<file path="src/rtl/ledpin_pkg.sv">
package ledpin_pkg;

    localparam int NUM_PINS = 3;
    localparam int FN_W     = 2;

    typedef enum logic [1:0] {
        ST_HOLD  = 2'd0,
        ST_LED   = 2'd1,
        ST_SHARE = 2'd2
    } pin_state_e;

    typedef enum logic [1:0] {
        FN_NATIVE  = 2'd0,
        FN_ANY_ACT = 2'd1,
        FN_LINK    = 2'd2,
        FN_OFF     = 2'd3
    } led_fn_e;

endpackage

</file>
<file path="src/rtl/ledpin_stretch.sv">
module ledpin_stretch #(
    parameter int HOLD_CYC = 4
) (
    input  logic clk,
    input  logic rst_n,
    input  logic evt,
    output logic active
);
    localparam int CW = $clog2(HOLD_CYC + 1);
    localparam logic [CW-1:0] RELOAD = CW'(HOLD_CYC);

    logic [CW-1:0] remain;

    // Each event reloads the full window; otherwise count down to zero
    always_ff @(posedge clk or negedge rst_n) begin
        if (!rst_n) begin
            remain <= '0;
        end else if (evt) begin
            remain <= RELOAD;
        end else if (remain != '0) begin
            remain <= remain - 1'b1;
        end
    end

    assign active = (remain != '0);
endmodule

</file>
<file path="src/rtl/ledpin_sel.sv">
module ledpin_sel
    import ledpin_pkg::*;
#(
    parameter int PINS = NUM_PINS
) (
    input  logic              rx_act,
    input  logic              tx_act,
    input  logic              link_up,
    input  logic [PINS*FN_W-1:0] led_fn,
    input  logic [PINS-1:0]   led_pol,
    output logic [PINS-1:0]   led_lvl
);
    logic [PINS-1:0] native;
    logic [PINS-1:0] ind;

    for (genvar i = 0; i < PINS; i++) begin : g_pin
        // Native indication depends on the pin position
        if (i == 0) begin : g_rx
            assign native[i] = rx_act;
        end else if (i == 1) begin : g_tx
            assign native[i] = tx_act;
        end else begin : g_link
            assign native[i] = link_up;
        end

        always_comb begin
            unique case (led_fn_e'(led_fn[i*FN_W +: FN_W]))
                FN_NATIVE:  ind[i] = native[i];
                FN_ANY_ACT: ind[i] = rx_act | tx_act;
                FN_LINK:    ind[i] = link_up;
                FN_OFF:     ind[i] = 1'b0;
                default:    ind[i] = 1'b0;
            endcase
        end

        // Polarity 0: active low; polarity 1: active high
        assign led_lvl[i] = led_pol[i] ? ind[i] : ~ind[i];
    end
endmodule

</file>
<file path="src/rtl/ledpin_fsm.sv">
module ledpin_fsm
    import ledpin_pkg::*;
#(
    parameter int PINS = NUM_PINS
) (
    input  logic            clk,
    input  logic            rst_n,
    input  logic            ee_req,
    input  logic            pad0_in,
    input  logic [PINS-1:0] led_lvl,
    input  logic [PINS-1:0] ee_lvl,
    output logic [PINS-1:0] pin_out,
    output logic [PINS-1:0] pin_oe,
    output logic            ee_present
);
    pin_state_e state, state_nx;

    // State register
    always_ff @(posedge clk or negedge rst_n) begin
        if (!rst_n) begin
            state <= ST_HOLD;
        end else begin
            state <= state_nx;
        end
    end

    // Next-state logic
    always_comb begin
        state_nx = state;
        unique case (state)
            ST_HOLD:  state_nx = ST_LED;
            ST_LED:   state_nx = ee_req ? ST_SHARE : ST_LED;
            ST_SHARE: state_nx = ee_req ? ST_SHARE : ST_LED;
            default:  state_nx = ST_HOLD;
        endcase
    end

    // Detect bit: captured only on leaving the reset state
    always_ff @(posedge clk or negedge rst_n) begin
        if (!rst_n) begin
            ee_present <= 1'b0;
        end else if (state == ST_HOLD) begin
            ee_present <= pad0_in;
        end
    end

    // Pin drive per state
    always_comb begin
        pin_out = led_lvl;
        pin_oe  = '0;
        unique case (state)
            ST_HOLD: begin
                pin_out = led_lvl;
                pin_oe  = '0;
            end
            ST_LED: begin
                pin_out = led_lvl;
                pin_oe  = '1;
            end
            ST_SHARE: begin
                pin_out = ee_lvl;
                pin_oe  = '1;
            end
            default: begin
                pin_out = led_lvl;
                pin_oe  = '0;
            end
        endcase
    end
endmodule

</file>
<file path="src/rtl/ledpin_ctrl.sv">
module ledpin_ctrl
    import ledpin_pkg::*;
#(
    parameter int HOLD_CYC = 4
) (
    input  logic                     clk,
    input  logic                     rst_n,
    input  logic                     rx_evt,
    input  logic                     tx_evt,
    input  logic                     link_up,
    input  logic [NUM_PINS*FN_W-1:0] led_fn,
    input  logic [NUM_PINS-1:0]      led_pol,
    input  logic                     ee_req,
    input  logic                     ee_sk,
    input  logic                     ee_do,
    input  logic                     ee_di,
    input  logic                     pad0_in,
    output logic [NUM_PINS-1:0]      pin_out,
    output logic [NUM_PINS-1:0]      pin_oe,
    output logic                     ee_present
);
    logic rx_act, tx_act;
    logic [NUM_PINS-1:0] led_lvl;
    logic [NUM_PINS-1:0] ee_lvl;

    assign ee_lvl = {ee_di, ee_do, ee_sk};

    ledpin_stretch #(.HOLD_CYC(HOLD_CYC)) u_rx_stretch (
        .clk    (clk),
        .rst_n  (rst_n),
        .evt    (rx_evt),
        .active (rx_act)
    );

    ledpin_stretch #(.HOLD_CYC(HOLD_CYC)) u_tx_stretch (
        .clk    (clk),
        .rst_n  (rst_n),
        .evt    (tx_evt),
        .active (tx_act)
    );

    ledpin_sel #(.PINS(NUM_PINS)) u_sel (
        .rx_act  (rx_act),
        .tx_act  (tx_act),
        .link_up (link_up),
        .led_fn  (led_fn),
        .led_pol (led_pol),
        .led_lvl (led_lvl)
    );

    ledpin_fsm #(.PINS(NUM_PINS)) u_fsm (
        .clk        (clk),
        .rst_n      (rst_n),
        .ee_req     (ee_req),
        .pad0_in    (pad0_in),
        .led_lvl    (led_lvl),
        .ee_lvl     (ee_lvl),
        .pin_out    (pin_out),
        .pin_oe     (pin_oe),
        .ee_present (ee_present)
    );
endmodule

</file>
<file path="config.mk">
export PLATFORM = sky130hd
export DESIGN_NAME = ledpin_ctrl
export DESIGN_NICKNAME = d
export VERILOG_FILES = /design/src/rtl/ledpin_pkg.sv /design/src/rtl/ledpin_stretch.sv /design/src/rtl/ledpin_sel.sv /design/src/rtl/ledpin_fsm.sv /design/src/rtl/ledpin_ctrl.sv
export SDC_FILE = /design/constraint.sdc
export NUM_CORES = 1
export LEC_CHECK = 0
export BUFFER_PORTS_ARGS = -buffer_cell sky130_fd_sc_hd__buf_2
export CORE_MARGIN = 2
export CORE_UTILIZATION = 45
export CTS_CLUSTER_SIZE = 8
export DETAILED_ROUTE_END_ITERATION = 16
export PLACE_DENSITY = 0.8
export SKIP_CTS_REPAIR_TIMING = 1
export SYNTH_ARGS = -nofsm -noshare
export SYNTH_HDL_FRONTEND = slang
export SYNTH_HIERARCHICAL = 1
export SYNTH_SLANG_ARGS = --single-unit
export TNS_END_PERCENT = 20
</file>
<file path="constraint.sdc">
create_clock -name clk -period 2.1 [get_ports clk]
set_input_delay 0.105 -clock clk [delete_from_list [all_inputs] [get_ports clk]]
set_output_delay 0.105 -clock clk [all_outputs]
set_load 0.01 [all_outputs]
</file>
==> summary.txt <==
Setup path
  • FF-to-FF Start: u_rx_stretch/remain[0]
  • Critical-path top delay cell: dfrtp_1
  • CP bufs+invs: 2
  • Arrival @ worst endpoint: between 1.5 and 2 ns
  • Reg2Reg Depth: 4
  • Worst EP required: 2.00 ns
  • CP Class: flop to output pin
  • Crit path from: u_tx_stretch/remain[0]
  • Worst Setup Start Kind: flop
  • Largest stage delay on the critical path: 0.38 ns
  • Worst setup path end: pin_out[0]
  • Internal reg-to-reg setup slack: 0.88 ns
  • Crit. End Element: output pin
  • Top delay family on crit path: flip-flops
  • Crit-path max FO: 5
  • CP Depth: 8
  • R2r endpoint: u_rx_stretch/remain[0]
  • CP cell instances: inv_1 > ha_1 > nand2b_4 > a21oi_1 > o21ai_1 > xnor2_1 > mux2_2 > buf_2

STA
  • Final Skew: 0.00273 ns
  • Final hold viol count: 0
  • Slew HR: 85.8%
  • Slew Viols, Final: 0
  • Final Cycle Share: 90.4%
  • Max Fclk: 527 MHz
  • Unrepaired setup endpoints after global routing: false
  • Final critical-path required period: between 1.5 and 2 ns
  • Setup TNS: 0 ns
  • Setup violators final: 0
  • Slew @ Worst Pin: 0.212 ns

Yosys
  • Count of warnings emitted by yosys: 6
  • #FFs+latches synth: 9
  • Post-Syn Area: 637 um^2
  • Mapped Avg Cell Area: 9.95 um^2
  • Post-Synthesis Cells: 64
  • Syn nets: 90
  • Seq/Total Area, Yosys: 35.4%
  • Synth unique cells: 19

Floorplan
  • Ports: 26
  • Die Ht: 41.6 um
  • Total core area: ~1300 um^2
  • Die width: between 40 and 50 um
  • Initial core utilization: 48.3%
  • Area of the die: about 1700 um^2
  • Row Count: 13

Cells and area
  • Fin nets: 119
  • N_diodes: 0
  • Share of layout cells above drive strength 1: 39.1%
  • Area Growth Syn to Fin: 25.9%

Min path
  • Worst min-delay path category: input pin to flop
  • Hold path cells: 2

Clock network
  • CTS buffer count: 3
  • H-Tree Depth: 1
  • CTS Buffer Depth: 2
  • Worst-Skew Late Latency: 0.26 ns
  • CTS tree: yes
  • Clk sink count: 9
  • CTS clk-pin slew, worst paths: ~0.06 ns
  • Root Driver: clkbuf_4

Routing
  • Initial DRC Count: 7
  • WL/cell: 10.2 um
  • Vias per cell: 4.88
  • Final wirelength: 1090 um
  • Drt drc: 0
  • Post-route ant nets: 0
  • Drt first pass iters: 4
  • Via count: ~520

Power
  • Total power: 963 uW
  • Leakage: approximately 0.42 nW
  • Max IR drop VDD: 0.563 mV
  • Power Density: 1200 nW/um^2

Run
  • MaxCap Viol Count: 0

Global routing
  • Global Route Usage Sum: 14.9%
  • First-pass GRT wire length: 2040 um
  • Initial antenna violation count: 0
  • Largest net degree at the start of global routing: 10
  • Vias in the first global route: between 500 and 600
  • GRT overflow: 0

Placed design
  • Final RePlAce weighted congestion: 0.697
  • DP HPWL: 934 um
  • IO buf count: 25

Status
  • Outcome: finished, final reports clean
==> cell usage after synthesis <==
| cell type | instances | area (um^2) |
|---|---|---|
| dfrtp_1 | 9 | 225 |
| inv_1 | 8 | 30.0 |
| ha_1 | 7 | 87.6 |
| mux2_2 | 6 | 67.6 |
| nor2_1 | 6 | 22.5 |
| a21oi_1 | 3 | 15.0 |
| xnor2_1 | 3 | 26.3 |
| a211o_1 | 2 | 17.5 |
| a211oi_1 | 2 | 15.0 |
| and2b_1 | 2 | 15.0 |
| buf_4 | 2 | 15.0 |
| nand2_1 | 2 | 7.51 |
| nand2b_1 | 2 | 12.5 |
| nand2b_4 | 2 | 27.5 |
| nor2b_1 | 2 | 12.5 |
| nor3b_1 | 2 | 15.0 |
| o22ai_1 | 2 | 12.5 |
| nand3b_1 | 1 | 7.51 |
| o21ai_1 | 1 | 5.00 |
==> metal layers <==
layer	track usage, %	part of all wire (%)	vias up
met1	15.4	40	233
met3	3.48	7.8	2
li1	-	-	267
met5	0	0	-
met2	26.6	52	20
met4	9.68	0.46	0
==> cells in the final DEF, fill, tap and decap left out <==
cell type      Yosys  layout
nand2b_4           2       2
and2b_1            2       2
a21oi_1            3       3
nand3b_1           1       1
dfrtp_1            9       9
nand2b_1           2       2
xnor2_1            3       3
nor3b_1            2       2
nand2_1            2       2
buf_2              0      25
o22ai_1            2       2
clkbuf_1           0       1
ha_1               7       7
dlygate4sd3_1      0       1
nor2_1             6       6
o21ai_1            1       1
a211oi_1           2       2
inv_1              8       8
a211o_1            2       2
mux2_2             6       6
clkbuf_4           0       3
nor2b_1            2       2
==> worst min path at each step <==
stage | start | to
final | tx_evt | u_tx_stretch/remain[1]
after CTS | rst_n | u_tx_stretch/remain[1]
after global placement | rst_n | u_rx_stretch/remain[2]
after floorplan | rst_n | u_fsm/ee_present
after global routing | rx_evt | u_rx_stretch/remain[1]
after detailed placement | rst_n | u_rx_stretch/remain[2]
==> power breakdown <==
group          switching, mW  total (mW)  internal (mW)
logic                  0.267       0.538          0.271
clock network         0.0560       0.129         0.0729
registers             0.0472       0.296          0.248
total                  0.370       0.963          0.592
==> worst register-to-register path: cells and delay by family, from the launching register on <==
kind / cells / cell delay (ns)
buf+inv: 1 / 0.07
flops: 1 / 0.36
fa+ha+maj: 1 / 0.25
simple gates: 1 / 0.11
mux: 1 / 0.33
==> final cells by class <==
class / instances / area, um^2
repair buffers: 26 / 135
inverters: 8 / 30.0
fillers: 136 / 515
clock buffers: 4 / 26.3
well taps: 15 / 18.8
flip-flops and latches: 9 / 225
multi-input cells: 45 / 367
==> metrics by stage <==
| stage | cells | cell area, um^2 | worst slack (ns) | hold WS (ns) | utilization, % |
|---|---|---|---|---|---|
| after floorplan | 64 | 637 | 0.668 | -0.191 | - |
| after global placement | 102 | 766 | 0.483 | -0.0355 | 58.1 |
| after detailed placement | 102 | 766 | 0.458 | -0.0328 | 58.1 |
| after CTS | 106 | 792 | 0.173 | -0.312 | 60.1 |
| after global routing | 107 | 802 | 0.0292 | 0.0445 | 60.9 |
| final | 107 | 802 | 0.201 | 0.0498 | 60.9 |
==> cell families after synthesis <==
logic type               share of synthesized area [%]
AND/OR/NAND/NOR                                   18.9
AO/OA/AOI/OAI                                     10.2
buffers and inverters                             7.07
flip-flops                                        35.4
adder cells (fa/ha/maj)                           13.8
multiplexers                                      10.6
XOR/XNOR                                          4.13
==> state kept, by name, summed over array words and instances, names as in the netlist <==
| register | cells |
|---|---|
| u_fsm/ee_present | 1 |
| u_fsm/state | 2 |
| u_rx_stretch/remain | 3 |
| u_tx_stretch/remain | 3 |
No activity file was read; power rests on OpenSTA's default activity.
